### src/rtl/mprx_pkg.sv
package mprx_pkg;
    localparam int unsigned DW    = 8;
    localparam int unsigned OSR   = 16;
    localparam int unsigned PH_W  = $clog2(OSR);
    localparam int unsigned IDX_W = $clog2(DW);

    typedef enum logic [2:0] {
        ST_IDLE, ST_START, ST_DATA, ST_PAR, ST_MPB, ST_STOP
    } dfr_st_e;

    typedef struct packed {
        dfr_st_e           st;
        logic [PH_W-1:0]   ph;
        logic [IDX_W-1:0]  idx;
        logic [DW-1:0]     shf;
        logic              par;
        logic              pbad;
        logic              mpb;
        logic              done;
        logic              ferr;
    } dfr_t;

    typedef struct packed {
        logic [DW-1:0] data;
        logic          full;
        logic          acc;
        logic          hit;
        logic          ferr;
        logic          perr;
        logic          ovr;
    } flt_t;
endpackage

### src/rtl/mprx_sync.sv
module mprx_sync #(
    parameter int unsigned STAGES = 2
) (
    input  logic clk,
    input  logic rst_n,
    input  logic din,
    output logic dout
);
    logic [STAGES-1:0] sh_d, sh_q;

    always_comb begin
        sh_d = {sh_q[STAGES-2:0], din};
    end

    always_ff @(posedge clk or negedge rst_n) begin
        if (!rst_n) sh_q <= '1;
        else        sh_q <= sh_d;
    end

    assign dout = sh_q[STAGES-1];
endmodule

### src/rtl/mprx_deframer.sv
module mprx_deframer
    import mprx_pkg::*;
(
    input  logic          clk,
    input  logic          rst_n,
    input  logic          tick,
    input  logic          rx,
    input  logic          par_en,
    input  logic          par_odd,
    input  logic          mp_en,
    output logic          fr_done,
    output logic [DW-1:0] fr_byte,
    output logic          fr_mpb,
    output logic          fr_ferr,
    output logic          fr_perr
);
    localparam logic [PH_W-1:0]  PH_MID  = PH_W'(OSR/2 - 1);
    localparam logic [PH_W-1:0]  PH_LAST = PH_W'(OSR - 1);
    localparam logic [IDX_W-1:0] IDX_TOP = IDX_W'(DW - 1);

    dfr_t q, d;

    always_comb begin
        d      = q;
        d.done = 1'b0;
        if (tick) begin
            case (q.st)
                ST_IDLE: begin
                    if (!rx) begin
                        d.st = ST_START;
                        d.ph = '0;
                    end
                end
                ST_START: begin
                    if (q.ph == PH_MID) begin
                        d.ph   = '0;
                        d.idx  = '0;
                        d.par  = 1'b0;
                        d.pbad = 1'b0;
                        d.mpb  = 1'b0;
                        d.st   = rx ? ST_IDLE : ST_DATA;
                    end else begin
                        d.ph = q.ph + 1'b1;
                    end
                end
                ST_DATA: begin
                    if (q.ph == PH_LAST) begin
                        d.ph  = '0;
                        d.shf = {rx, q.shf[DW-1:1]};
                        d.par = q.par ^ rx;
                        if (q.idx == IDX_TOP) begin
                            if (par_en)     d.st = ST_PAR;
                            else if (mp_en) d.st = ST_MPB;
                            else            d.st = ST_STOP;
                        end else begin
                            d.idx = q.idx + 1'b1;
                        end
                    end else begin
                        d.ph = q.ph + 1'b1;
                    end
                end
                ST_PAR: begin
                    if (q.ph == PH_LAST) begin
                        d.ph   = '0;
                        d.pbad = (q.par ^ rx) != par_odd;
                        d.st   = mp_en ? ST_MPB : ST_STOP;
                    end else begin
                        d.ph = q.ph + 1'b1;
                    end
                end
                ST_MPB: begin
                    if (q.ph == PH_LAST) begin
                        d.ph  = '0;
                        d.mpb = rx;
                        d.st  = ST_STOP;
                    end else begin
                        d.ph = q.ph + 1'b1;
                    end
                end
                ST_STOP: begin
                    if (q.ph == PH_LAST) begin
                        d.ph   = '0;
                        d.done = 1'b1;
                        d.ferr = !rx;
                        d.st   = ST_IDLE;
                    end else begin
                        d.ph = q.ph + 1'b1;
                    end
                end
                default: d.st = ST_IDLE;
            endcase
        end
    end

    always_ff @(posedge clk or negedge rst_n) begin
        if (!rst_n) begin
            q    <= '0;
            q.st <= ST_IDLE;
        end else begin
            q <= d;
        end
    end

    assign fr_done = q.done;
    assign fr_byte = q.shf;
    assign fr_mpb  = q.mpb;
    assign fr_ferr = q.ferr;
    assign fr_perr = q.pbad;
endmodule

### src/rtl/mprx_filter.sv
module mprx_filter
    import mprx_pkg::*;
(
    input  logic          clk,
    input  logic          rst_n,
    input  logic          fr_done,
    input  logic [DW-1:0] fr_byte,
    input  logic          fr_mpb,
    input  logic          fr_ferr,
    input  logic          fr_perr,
    input  logic [DW-1:0] node_id,
    input  logic          mp_en,
    input  logic          filt_en,
    input  logic          clr_full,
    input  logic          clr_err,
    output logic [DW-1:0] rx_data,
    output logic          rx_full,
    output logic          rx_irq,
    output logic          err_irq,
    output logic          frm_err,
    output logic          par_err,
    output logic          ovr_err,
    output logic          id_hit
);
    flt_t q, d;
    logic deliver;

    always_comb begin
        d       = q;
        d.hit   = 1'b0;
        deliver = 1'b0;
        if (clr_full) d.full = 1'b0;
        if (clr_err) begin
            d.ferr = 1'b0;
            d.perr = 1'b0;
            d.ovr  = 1'b0;
        end
        if (fr_done) begin
            if (fr_ferr || fr_perr) begin
                if (fr_ferr) d.ferr = 1'b1;
                if (fr_perr) d.perr = 1'b1;
            end else if (mp_en && filt_en) begin
                if (fr_mpb) begin
                    d.acc = (fr_byte == node_id);
                    d.hit = (fr_byte == node_id);
                end else begin
                    deliver = q.acc;
                end
            end else begin
                deliver = 1'b1;
            end
        end
        if (deliver) begin
            if (q.full && !clr_full) begin
                d.ovr = 1'b1;
            end else begin
                d.data = fr_byte;
                d.full = 1'b1;
            end
        end
    end

    always_ff @(posedge clk or negedge rst_n) begin
        if (!rst_n) q <= '0;
        else        q <= d;
    end

    assign rx_data = q.data;
    assign rx_full = q.full;
    assign rx_irq  = q.full;
    assign frm_err = q.ferr;
    assign par_err = q.perr;
    assign ovr_err = q.ovr;
    assign err_irq = q.ferr | q.perr | q.ovr;
    assign id_hit  = q.hit;
endmodule

### src/rtl/mprx_rx.sv
module mprx_rx
    import mprx_pkg::*;
(
    input  logic          clk,
    input  logic          rst_n,
    input  logic          os_tick,
    input  logic          rx_in,
    input  logic [DW-1:0] node_id,
    input  logic          par_en,
    input  logic          par_odd,
    input  logic          mp_en,
    input  logic          filt_en,
    input  logic          clr_full,
    input  logic          clr_err,
    output logic [DW-1:0] rx_data,
    output logic          rx_full,
    output logic          rx_irq,
    output logic          err_irq,
    output logic          frm_err,
    output logic          par_err,
    output logic          ovr_err,
    output logic          id_hit
);
    logic          rx_s;
    logic          fr_done;
    logic [DW-1:0] fr_byte;
    logic          fr_mpb;
    logic          fr_ferr;
    logic          fr_perr;

    mprx_sync #(.STAGES(2)) u_sync (
        .clk(clk), .rst_n(rst_n), .din(rx_in), .dout(rx_s)
    );

    mprx_deframer u_dfr (
        .clk(clk), .rst_n(rst_n), .tick(os_tick), .rx(rx_s),
        .par_en(par_en), .par_odd(par_odd), .mp_en(mp_en),
        .fr_done(fr_done), .fr_byte(fr_byte), .fr_mpb(fr_mpb),
        .fr_ferr(fr_ferr), .fr_perr(fr_perr)
    );

    mprx_filter u_flt (
        .clk(clk), .rst_n(rst_n), .fr_done(fr_done), .fr_byte(fr_byte),
        .fr_mpb(fr_mpb), .fr_ferr(fr_ferr), .fr_perr(fr_perr),
        .node_id(node_id), .mp_en(mp_en), .filt_en(filt_en),
        .clr_full(clr_full), .clr_err(clr_err),
        .rx_data(rx_data), .rx_full(rx_full), .rx_irq(rx_irq),
        .err_irq(err_irq), .frm_err(frm_err), .par_err(par_err),
        .ovr_err(ovr_err), .id_hit(id_hit)
    );
endmodule

### config.mk
export PLATFORM = sky130hd
export DESIGN_NAME = mprx_rx
export DESIGN_NICKNAME = d
export VERILOG_FILES = /design/src/rtl/mprx_pkg.sv /design/src/rtl/mprx_sync.sv /design/src/rtl/mprx_deframer.sv /design/src/rtl/mprx_filter.sv /design/src/rtl/mprx_rx.sv
export SDC_FILE = /design/constraint.sdc
export NUM_CORES = 1
export LEC_CHECK = 0
export BUFFER_PORTS_ARGS = -buffer_cell sky130_fd_sc_hd__buf_2
export CORE_ASPECT_RATIO = 0.8
export CORE_UTILIZATION = 35
export CTS_CLUSTER_SIZE = 20
export DETAILED_ROUTE_END_ITERATION = 10
export PLACE_DENSITY_LB_ADDON = 0.2
export SLEW_MARGIN = 15
export SYNTH_ARGS = -nofsm -noshare
export SYNTH_HDL_FRONTEND = slang
export SYNTH_SLANG_ARGS = --single-unit
### constraint.sdc
create_clock -name clk -period 3.1 [get_ports clk]
set_clock_uncertainty 0.1 [all_clocks]
set_input_delay 0.62 -clock clk [delete_from_list [all_inputs] [get_ports clk]]
set_output_delay 0.62 -clock clk [all_outputs]
set_load 0.01 [all_outputs]
==> results_dict.tcl, run 1 <==
set metrics [dict create \
    status "finished, final reports clean" \
    intPower_uw 929 \
    grt_pass1_vias 1391 \
    synth_nets 206 \
    finalCriticalPeriod_ns 2.11 \
    p_seq_share_pct 49.5 \
    antenna_left 0 \
    cts_tree "built" \
    clockRootBuffer "clkbuf_8" \
    avgSynthCellArea_um2 10.9 \
    clk_pin_slew_ns 0.07 \
    ff_latch_area_um2 978 \
    cp_top_family "simple AND/OR/NAND/NOR gates" \
    ir_worst_vdd_v 0.000180 \
    num-fill-cells 548 \
    crit_path_end_kind "flop" \
    path_class "flop to flop" \
    met2_usage_pct 20.4 \
    setup_viol 0 \
    crit_buf_inv 0 \
    critPathLaunchType "flop" \
    r2r_start "u_dfr.q[21]" \
    worstMarginPinSlew_ns 0.861 \
    grt_usage_pct 14.3 \
    grt_pass1_wl_mm 6.73 \
    drt_iter0_drc 78 \
    final_common_cell "dfrtp_1" \
    synth.top_cell.area_share_pct 45.9 \
    tns_ns 0 \
    synth_cells 185 \
    ys_seq_elements 39 \
    num_vias 1395 \
    io_pins 33 \
    viasPerCell 4.84 \
    mostFrequentLayoutCells "dfrtp_1, buf_2, inv_1" \
    power_switching_uw 488 \
    synth_edf_count 0 \
    place_congestion 0.763 \
    cap_violations 0 \
    wl_mm 3.70 \
    multi_input_area_um2 885 \
    cpMaxStageDelayCell "dfrtp_1" \
    cts_buffers 5 \
    htreeDepth 2 \
    max_stage_delay_ns 0.67 \
    fp.dieH_um 69.9 \
    crit_required_ns 3.17 \
    ys.flop_type "dfrtp_1" \
    globalRouteOverflowTotal 0 \
    port-buffer-count 32 \
    netlist_area_um2 2020 \
    post_cts_resized 0 \
    synth_seq_area_share_pct 48.5 \
    drv_slew 0 \
    p_leak_nw 1.11 \
    first_pass_iters 4 \
    coreArea_um2 5500 \
    area_growth_pct 12.2 \
    final_layout_size_suffix_gt1_share_pct 27.1 \
    grt_start_max_net_pins 40 \
    cp_cell_sequence "nand2b_1 -> nor3_2 -> nand2_2 -> mux2_1" \
    postCtsSetupRepairBufs 0 \
    antenna_cells 0 \
    antenna_found_initial 0 \
    min_period_over_period_pct 68.0 \
    combinationalPowerShare_pct 25.6 \
    drc 0 \
    slew_headroom_pct 42.6 \
    fmaxAchievable_ghz 0.474 \
    nets 230 \
    hold_path.startpoint "u_sync.sh_q[0]" \
    hp-class "flop to flop" \
    die_area_um2 6070 \
    synth_area_leader_cell "dfrtp_1" \
    initial_core_util_pct 36.7 \
    swShare_pct 34.4 \
    synth_cell_types 44 \
    wire_per_inst_um 12.8 \
    clock_latency_ns 0.29 \
    grt-busiest-layer "met1" \
    crit_arrival_ns 2.18 \
    synthTopCellsByArea "dfrtp_1, mux2_1, mux2_2, xnor2_1, buf_4" \
    cts.sinks 39 \
    use_met1_pct 20.8 \
    cts_buffer_depth 2 \
    ys_async_sr_fraction_pct 100 \
    r2r_setup_slack_ns 0.99 \
    yosys_warnings 0 \
    fp.dieW_um 86.8 \
    cts_hold_buf 0 \
    final_util_pct 41.1 \
    hpwlAfterDp_mm 2.62 \
    use_met3_pct 3.43 \
    rows 24 \
    pwr-share-clk_pct 25.0 \
    powerDensity_nw_per_um2 627 \
    critPathMaxFanout 18 \
    rsz0062_at_grt "no" \
    startpoint "u_dfr.q[21]" \
    finalHoldViolations 0 \
]
kinds of logic after synthesis:
| logic type | Yosys count | share of synthesized area (%) |
|---|---|---|
| AO/OA/AOI/OAI | 30 | 11.0 |
| AND/OR/NAND/NOR | 53 | 14.4 |
| flip-flops | 39 | 48.5 |
| multiplexers | 22 | 12.2 |
| buffers and inverters | 28 | 7.57 |
| adder cells (fa/ha/maj) | 3 | 1.86 |
| XOR/XNOR | 10 | 4.35 |
registers in the layout (all words and copies together), names as in the netlist:
signal / cells
u_flt.rx_full: 1
u_flt.rx_data: 8
u_dfr.fr_done: 1
u_dfr.fr_byte: 8
u_dfr.q: 11
u_dfr.fr_ferr: 1
u_dfr.fr_mpb: 1
u_flt.par_err: 1
u_flt.q: 1
u_dfr.fr_perr: 1
u_flt.ovr_err: 1
u_sync.sh_q: 2
u_flt.frm_err: 1
u_flt.id_hit: 1
cell usage after synthesis (2+ instances only):
library cell and count:
dfrtp_1 37, o21ai_0 9, nor3_1 6, o22ai_1 3
nor4_1 2, xnor2_1 9, buf_4 9, nor2b_1 4
nor2_1 6, a21o_1 2, mux2i_1 4, inv_1 13
a22o_1 2, nand2b_1 5, mux2_1 9, nand2_1 11
nand4_1 6, dfstp_2 2, mux2_2 8, a21oi_1 4
nand3_1 5, buf_2 5, ha_1 3
per-stage QoR:
stage	instances	setup WS, ns	power, mW	instance area, um2	hold slack (ns)
after floorplan	185	1.27	0.994	2020	0.224
after global placement	280	1.01	1.07	2170	0.246
after detailed placement	280	1.01	1.07	2170	0.247
after CTS	288	0.990	1.43	2260	0.266
after global routing	288	0.803	1.53	2260	0.280
final	288	0.992	1.42	2260	0.266
per-layer routing:
layer / vias to the layer above / routed length (um)
met2: 34 / 1610
li1: 687 / -
met1: 667 / 1860
met3: 7 / 159
met5: - / 0
met4: 0 / 70
worst reg2reg max path, stage by stage (launching register included):
cell and delay, ns:
dfrtp_1 0.67, nand2b_1 0.29, nor3_2 0.35, nand2_2 0.22, mux2_1 0.35
layout make-up:
| type | instances | share of cell area, % |
|---|---|---|
| Sequential cell | 39 | 43.3 |
| Multi-Input combinational cell | 118 | 39.1 |
| Timing Repair Buffer | 32 | 7.08 |
| Tap cell | 78 | 4.32 |
| Clock buffer | 7 | 3.82 |
| Inverter | 13 | 2.16 |
| Clock inverter | 1 | 0.221 |
path summary, 6_finish.rpt:
kind / depth (start not counted) / to
hold / removal: 0 / u_sync.sh_q[1]
min in group asynchronous: 1 / u_dfr.fr_mpb
max in group asynchronous: 1 / u_dfr.q[4]
setup / recovery: 4 / u_dfr.fr_byte[7]
hold reg to reg: 0 / u_sync.sh_q[1]
setup reg to reg: 4 / u_dfr.fr_byte[7]
power groups by stage:
| stage | clock network [mW] | logic, mW | registers, mW |
|---|---|---|---|
| 2_1_floorplan | 0 | 0.359 | 0.635 |
| 3_3_place_gp | 0 | 0.364 | 0.710 |
| 3_5_place_dp | 0 | 0.364 | 0.710 |
| 4_1_cts | 0.369 | 0.363 | 0.700 |
| 5_1_grt | 0.391 | 0.422 | 0.720 |
| 6_report | 0.354 | 0.362 | 0.701 |
No activity file was read; power rests on OpenSTA's default activity.
==> inputs of run 2 (changes only) <==
==> constraint.sdc (replaced) <==
create_clock -name clk -period 1.9 [get_ports clk]
set_clock_uncertainty 0.1 [all_clocks]
set_input_delay 0.38 -clock clk [delete_from_list [all_inputs] [get_ports clk]]
set_output_delay 0.38 -clock clk [all_outputs]
set_load 0.01 [all_outputs]
==> results_dict.tcl, run 2 (synthesis results as in run 1) <==
set metrics [dict create \
    critPathLaunchType "flop" \
    drt_iter0_drc 48 \
    initial_core_util_pct 36.7 \
    drt-met1-wl_mm 2.02 \
    power_switching_uw 868 \
    path_class "flop to flop" \
    antenna_left 0 \
    cts_tree "built" \
    grt_start_max_net_pins 27 \
    drv_slew 0 \
    num_vias 1432 \
    status "finished, final reports clean" \
    crit_arrival_ns 1.90 \
    intPower_mw 1.66 \
    grt_pass1_vias 1422 \
    place_congestion 0.801 \
    nets 249 \
    pwr-share-clk_pct 21.6 \
    htreeDepth 2 \
    area_growth_pct 21.4 \
    crit_required_ns 1.97 \
    clockRootBuffer "clkbuf_8" \
    design_area_um2 2450 \
    cp_cell_sequence "ha_1 -> ha_2 -> a2111oi_2 -> buf_4 -> or3_1 -> a211o_1" \
    hpwlAfterDp_mm 2.90 \
    first_pass_iters 4 \
    cts_buffers 5 \
    critPathMaxFanout 3 \
    largest_reg_flops 11 \
    min_period_over_period_pct 95.9 \
    clock_latency_ns 0.28 \
    coreArea_um2 5500 \
    powerDensity_nw_per_um2 1030 \
    rows 24 \
    swShare_pct 34.3 \
    worstMarginPinSlew_ns 0.362 \
    viasPerCell 4.66 \
    placed_area_um2 2320 \
    die_area_um2 6070 \
    antenna_cells 0 \
    mostFrequentLayoutCells "dfrtp_1, buf_2, buf_4" \
    final_layout_size_suffix_gt1_share_pct 35.8 \
    p_leak_nw 1.20 \
    slew_headroom_pct 75.9 \
    fmaxAchievable_ghz 0.549 \
    highest_layer "met4" \
    io_pins 33 \
    grt_usage_pct 14.0 \
    drc 0 \
    globalRouteOverflowTotal 0 \
    crit_path_end_kind "flop" \
    max_stage_delay_ns 0.39 \
    clk_pin_slew_ns 0.08 \
    port-buffer-count 32 \
    wire_per_inst_um 12.6 \
    final_common_cell "dfrtp_1" \
    met3_length_um 166 \
    cap_violations 0 \
    cts.sinks 39 \
    setup_viol 0 \
    finalCriticalPeriod_ns 1.82 \
    regMostFlops "u_dfr.q" \
    ir_worst_vdd_v 0.000298 \
    rsz0062_at_grt "no" \
    wl_mm 3.87 \
    fp.dieW_um 86.8 \
    fp.dieH_um 69.9 \
    crit_buf_inv 1 \
    total_power_mw 2.53 \
    combinationalPowerShare_pct 36.8 \
    cp_top_family "flip-flops" \
    p_seq_share_pct 41.6 \
    antenna_found_initial 0 \
    hp-class "input pin to flop" \
    cts_buffer_depth 2 \
    grt_pass1_wl_mm 6.68 \
    cpMaxStageDelayCell "dfrtp_1" \
    finalHoldViolations 0 \
    met2WireLength_mm 1.64 \
]
run 2: cell count changes in the layout (fill, tap and decap cells not counted), sizes merged:
cell,change
dlygate4sd3,+1
clkinvlp,+2
clkbuf,-2
buf,+18
run 2: final cells by class:
cell class | instances | area, um2
Clock inverter | 3 | 20.0
Inverter | 13 | 48.8
Clock buffer | 5 | 68.8
Tap cell | 78 | 97.6
Multi-Input combinational cell | 118 | 916
Fill cell | 547 | 3050
Timing Repair Buffer | 51 | 318
Sequential cell | 39 | 978
run 2: metal layers:
layer / global-route usage, % / up-vias
met3: 3.43 / 4
met1: 20.7 / 669
li1: - / 733
met5: 0 / -
met4: 3.89 / 0
met2: 20.4 / 26
run 2: worst reg2reg max path, cell delays in order (launching register included):
cell and delay (ns):
dfrtp_1 0.39, ha_1 0.16, ha_2 0.19, a2111oi_2 0.07
buf_4 0.14, or3_1 0.37, a211o_1 0.30
run 2: path summary, 6_finish.rpt:
check | start | endpoint | slack [ns] | cells after the start
worst min register to register | u_sync.sh_q[0] | u_sync.sh_q[1] | 0.26 | 0
worst max-delay path | u_dfr.q[13] | u_dfr.q[21] | 0.08 | 6
worst min-delay path | rx_in | u_sync.sh_q[0] | 0.09 | 1
max in group asynchronous | rst_n | u_dfr.fr_byte[6] | 0.82 | 3
worst max register to register | u_dfr.q[13] | u_dfr.q[21] | 0.08 | 6
min in group asynchronous | rst_n | u_dfr.q[20] | 0.43 | 2
run 2: timing repair:
item	CTS	global route
hold buffers	1	0
pin swaps	0	2
gates cloned	0	0
hold endpoints to repair	11	0
resized for setup	1	8
buffers inserted	0	0
setup endpoints to repair	2	16
run 2: power groups by stage:
| stage | registers [mW] | logic [mW] | clock network (mW) |
|---|---|---|---|
| floorplan | 1.04 | 0.586 | 0 |
| global placement | 1.06 | 0.906 | 0 |
| detailed placement | 1.06 | 0.907 | 0 |
| CTS | 1.04 | 0.917 | 0.573 |
| global route | 1.07 | 1.05 | 0.617 |
| finish | 1.05 | 0.931 | 0.546 |
run 2: metrics by stage:
step | hold WS (ns) | utilization [%] | TNS (ns) | instances | setup WS, ns
final | 0.0950 | 44.5 | 0 | 307 | 0.0774
after detailed placement | 0.218 | 42.2 | -0.0299 | 298 | -0.0223
after global placement | 0.221 | 42.2 | -0.0402 | 298 | -0.0244
after floorplan | -0.0156 | - | 0 | 185 | 0.0673
after global routing | 0.0772 | 44.5 | 0 | 307 | 0.00815
after CTS | 0.0887 | 44.0 | 0 | 307 | 0.00958
==> inputs of run 3 (changes only) <==
--- a/config.mk
+++ b/config.mk
@@ -11,6 +11,7 @@
 export CTS_CLUSTER_SIZE = 20
 export DETAILED_ROUTE_END_ITERATION = 10
 export PLACE_DENSITY_LB_ADDON = 0.2
+export REMOVE_ABC_BUFFERS = 1
 export SLEW_MARGIN = 15
 export SYNTH_ARGS = -nofsm -noshare
 export SYNTH_HDL_FRONTEND = slang
==> results_dict.tcl, run 3 (synthesis results as in run 1) <==
set metrics [dict create \
    drt_iter0_drc 39 \
    final_util_pct 45.5 \
    grt_start_max_net_pins 18 \
    antenna_found_initial 0 \
    drv_slew 0 \
    clock_latency_ns 0.28 \
    nets 249 \
    status "finished, final reports clean" \
    cp_top_family "simple AND/OR/NAND/NOR gates" \
    critPathMaxFanout 7 \
    grt_pass1_wl_mm 6.76 \
    placed_area_um2 2300 \
    fin_cells 307 \
    p_leak_nw 1.22 \
    regMostFlops "u_dfr.q" \
    design_area_um2 2500 \
    drc 0 \
    path_class "flop to flop" \
    fmaxAchievable_ghz 0.543 \
    crit_arrival_ns 1.91 \
    powerDensity_nw_per_um2 1130 \
    io_pins 33 \
    fp.dieH_um 69.9 \
    crit_required_ns 1.97 \
    cp_cell_sequence "ha_4 -> and3b_2 -> o21ai_4 -> or3_4 -> a211o_1" \
    r2r_setup_slack_ns 0.06 \
    holdWs_ns 0.0878 \
    clk_pin_slew_ns 0.08 \
    antenna_left 0 \
    viasPerCell 4.72 \
    min_period_over_period_pct 97.0 \
    crit_path_end_kind "flop" \
    slew_headroom_pct 72.7 \
    clockRootBuffer "clkbuf_8" \
    cpMaxStageDelayCell "dfrtp_1" \
    setup_viol 0 \
    placedCellCount 298 \
    cts_buffers 5 \
    die_area_um2 6070 \
    place_congestion 0.798 \
    cts_tree "built" \
    hpwlAfterDp_mm 2.92 \
    wire_per_inst_um 12.8 \
    max_stage_delay_ns 0.41 \
    cap_violations 0 \
    mostFrequentLayoutCells "dfrtp_1, buf_2, buf_4" \
    worstMarginPinSlew_ns 0.409 \
    cts_buffer_depth 2 \
    critPathLaunchType "flop" \
    globalRouteOverflowTotal 0 \
    rows 24 \
    finalHoldViolations 0 \
    crit_buf_inv 0 \
    port-buffer-count 32 \
    final_common_cell "dfrtp_1" \
    final_layout_size_suffix_gt1_share_pct 36.7 \
    cts.sinks 39 \
    ir_worst_vdd_v 0.000415 \
    finalCriticalPeriod_ns 1.84 \
    area_growth_pct 24.0 \
    grt_pass1_vias 1480 \
    largest_reg_flops 11 \
    coreArea_um2 5500 \
    grt_usage_pct 14.4 \
    initial_core_util_pct 36.7 \
    antenna_cells 0 \
    first_pass_iters 4 \
    num_vias 1449 \
    hp-class "input pin to flop" \
    wl_mm 3.92 \
    htreeDepth 2 \
    fp.dieW_um 86.8 \
]
[run 3: cell type report]
class | count | area (um2)
clock buffers | 5 | 68.8
clock inverters | 3 | 67.6
fillers | 534 | 3000
inverters | 13 | 48.8
multi-input cells | 118 | 931
flip-flops and latches | 39 | 980
well taps | 78 | 97.6
repair buffers | 51 | 305
[run 3: metal layers]
metal / up-vias / wire [um] / track usage, %
met5: - / 0 / 0
met4: 0 / 44 / 5.00
met3: 4 / 113 / 3.55
met2: 22 / 1670 / 20.9
met1: 695 / 2100 / 20.7
li1: 728 / - / -
[run 3: worst paths after layout]
| kind | depth (start not counted) | end | start |
|---|---|---|---|
| hold / removal | 1 | u_sync.sh_q[0] | rx_in |
| setup reg to reg | 5 | u_dfr.q[21] | u_dfr.q[17] |
| setup / recovery | 5 | u_dfr.q[21] | u_dfr.q[17] |
| hold reg to reg | 0 | u_sync.sh_q[1] | u_sync.sh_q[0] |
| min in group asynchronous | 2 | u_flt.ovr_err | rst_n |
| max in group asynchronous | 3 | u_sync.sh_q[0] | rst_n |
[run 3: power breakdown]
part           total [mW]  switching (mW)  internal (mW)
Clock               0.812           0.289          0.524
Combinational       0.937           0.477          0.461
Sequential           1.07           0.124          0.949
Total                2.82           0.890           1.93
[run 3: metrics by stage]
stage	TNS [ns]	total power, mW	setup slack (ns)
finish	0	2.82	0.0572
floorplan	-0.00596	1.57	-0.00596
detailed placement	-0.0145	1.95	-0.0145
global placement	0	1.95	0.0471
global route	-0.00663	3.01	-0.00663
CTS	0	2.77	0.0140
[run 3: timing repair]
| action | in CTS | in global routing |
|---|---|---|
| setup endpoints to repair | 1 | 15 |
| gates resized for setup | 1 | 10 |
| hold buffers | 1 | 0 |
| pin swaps | 0 | 2 |
| endpoints found under the hold margin | 15 | 0 |
| setup buffers | 0 | 0 |
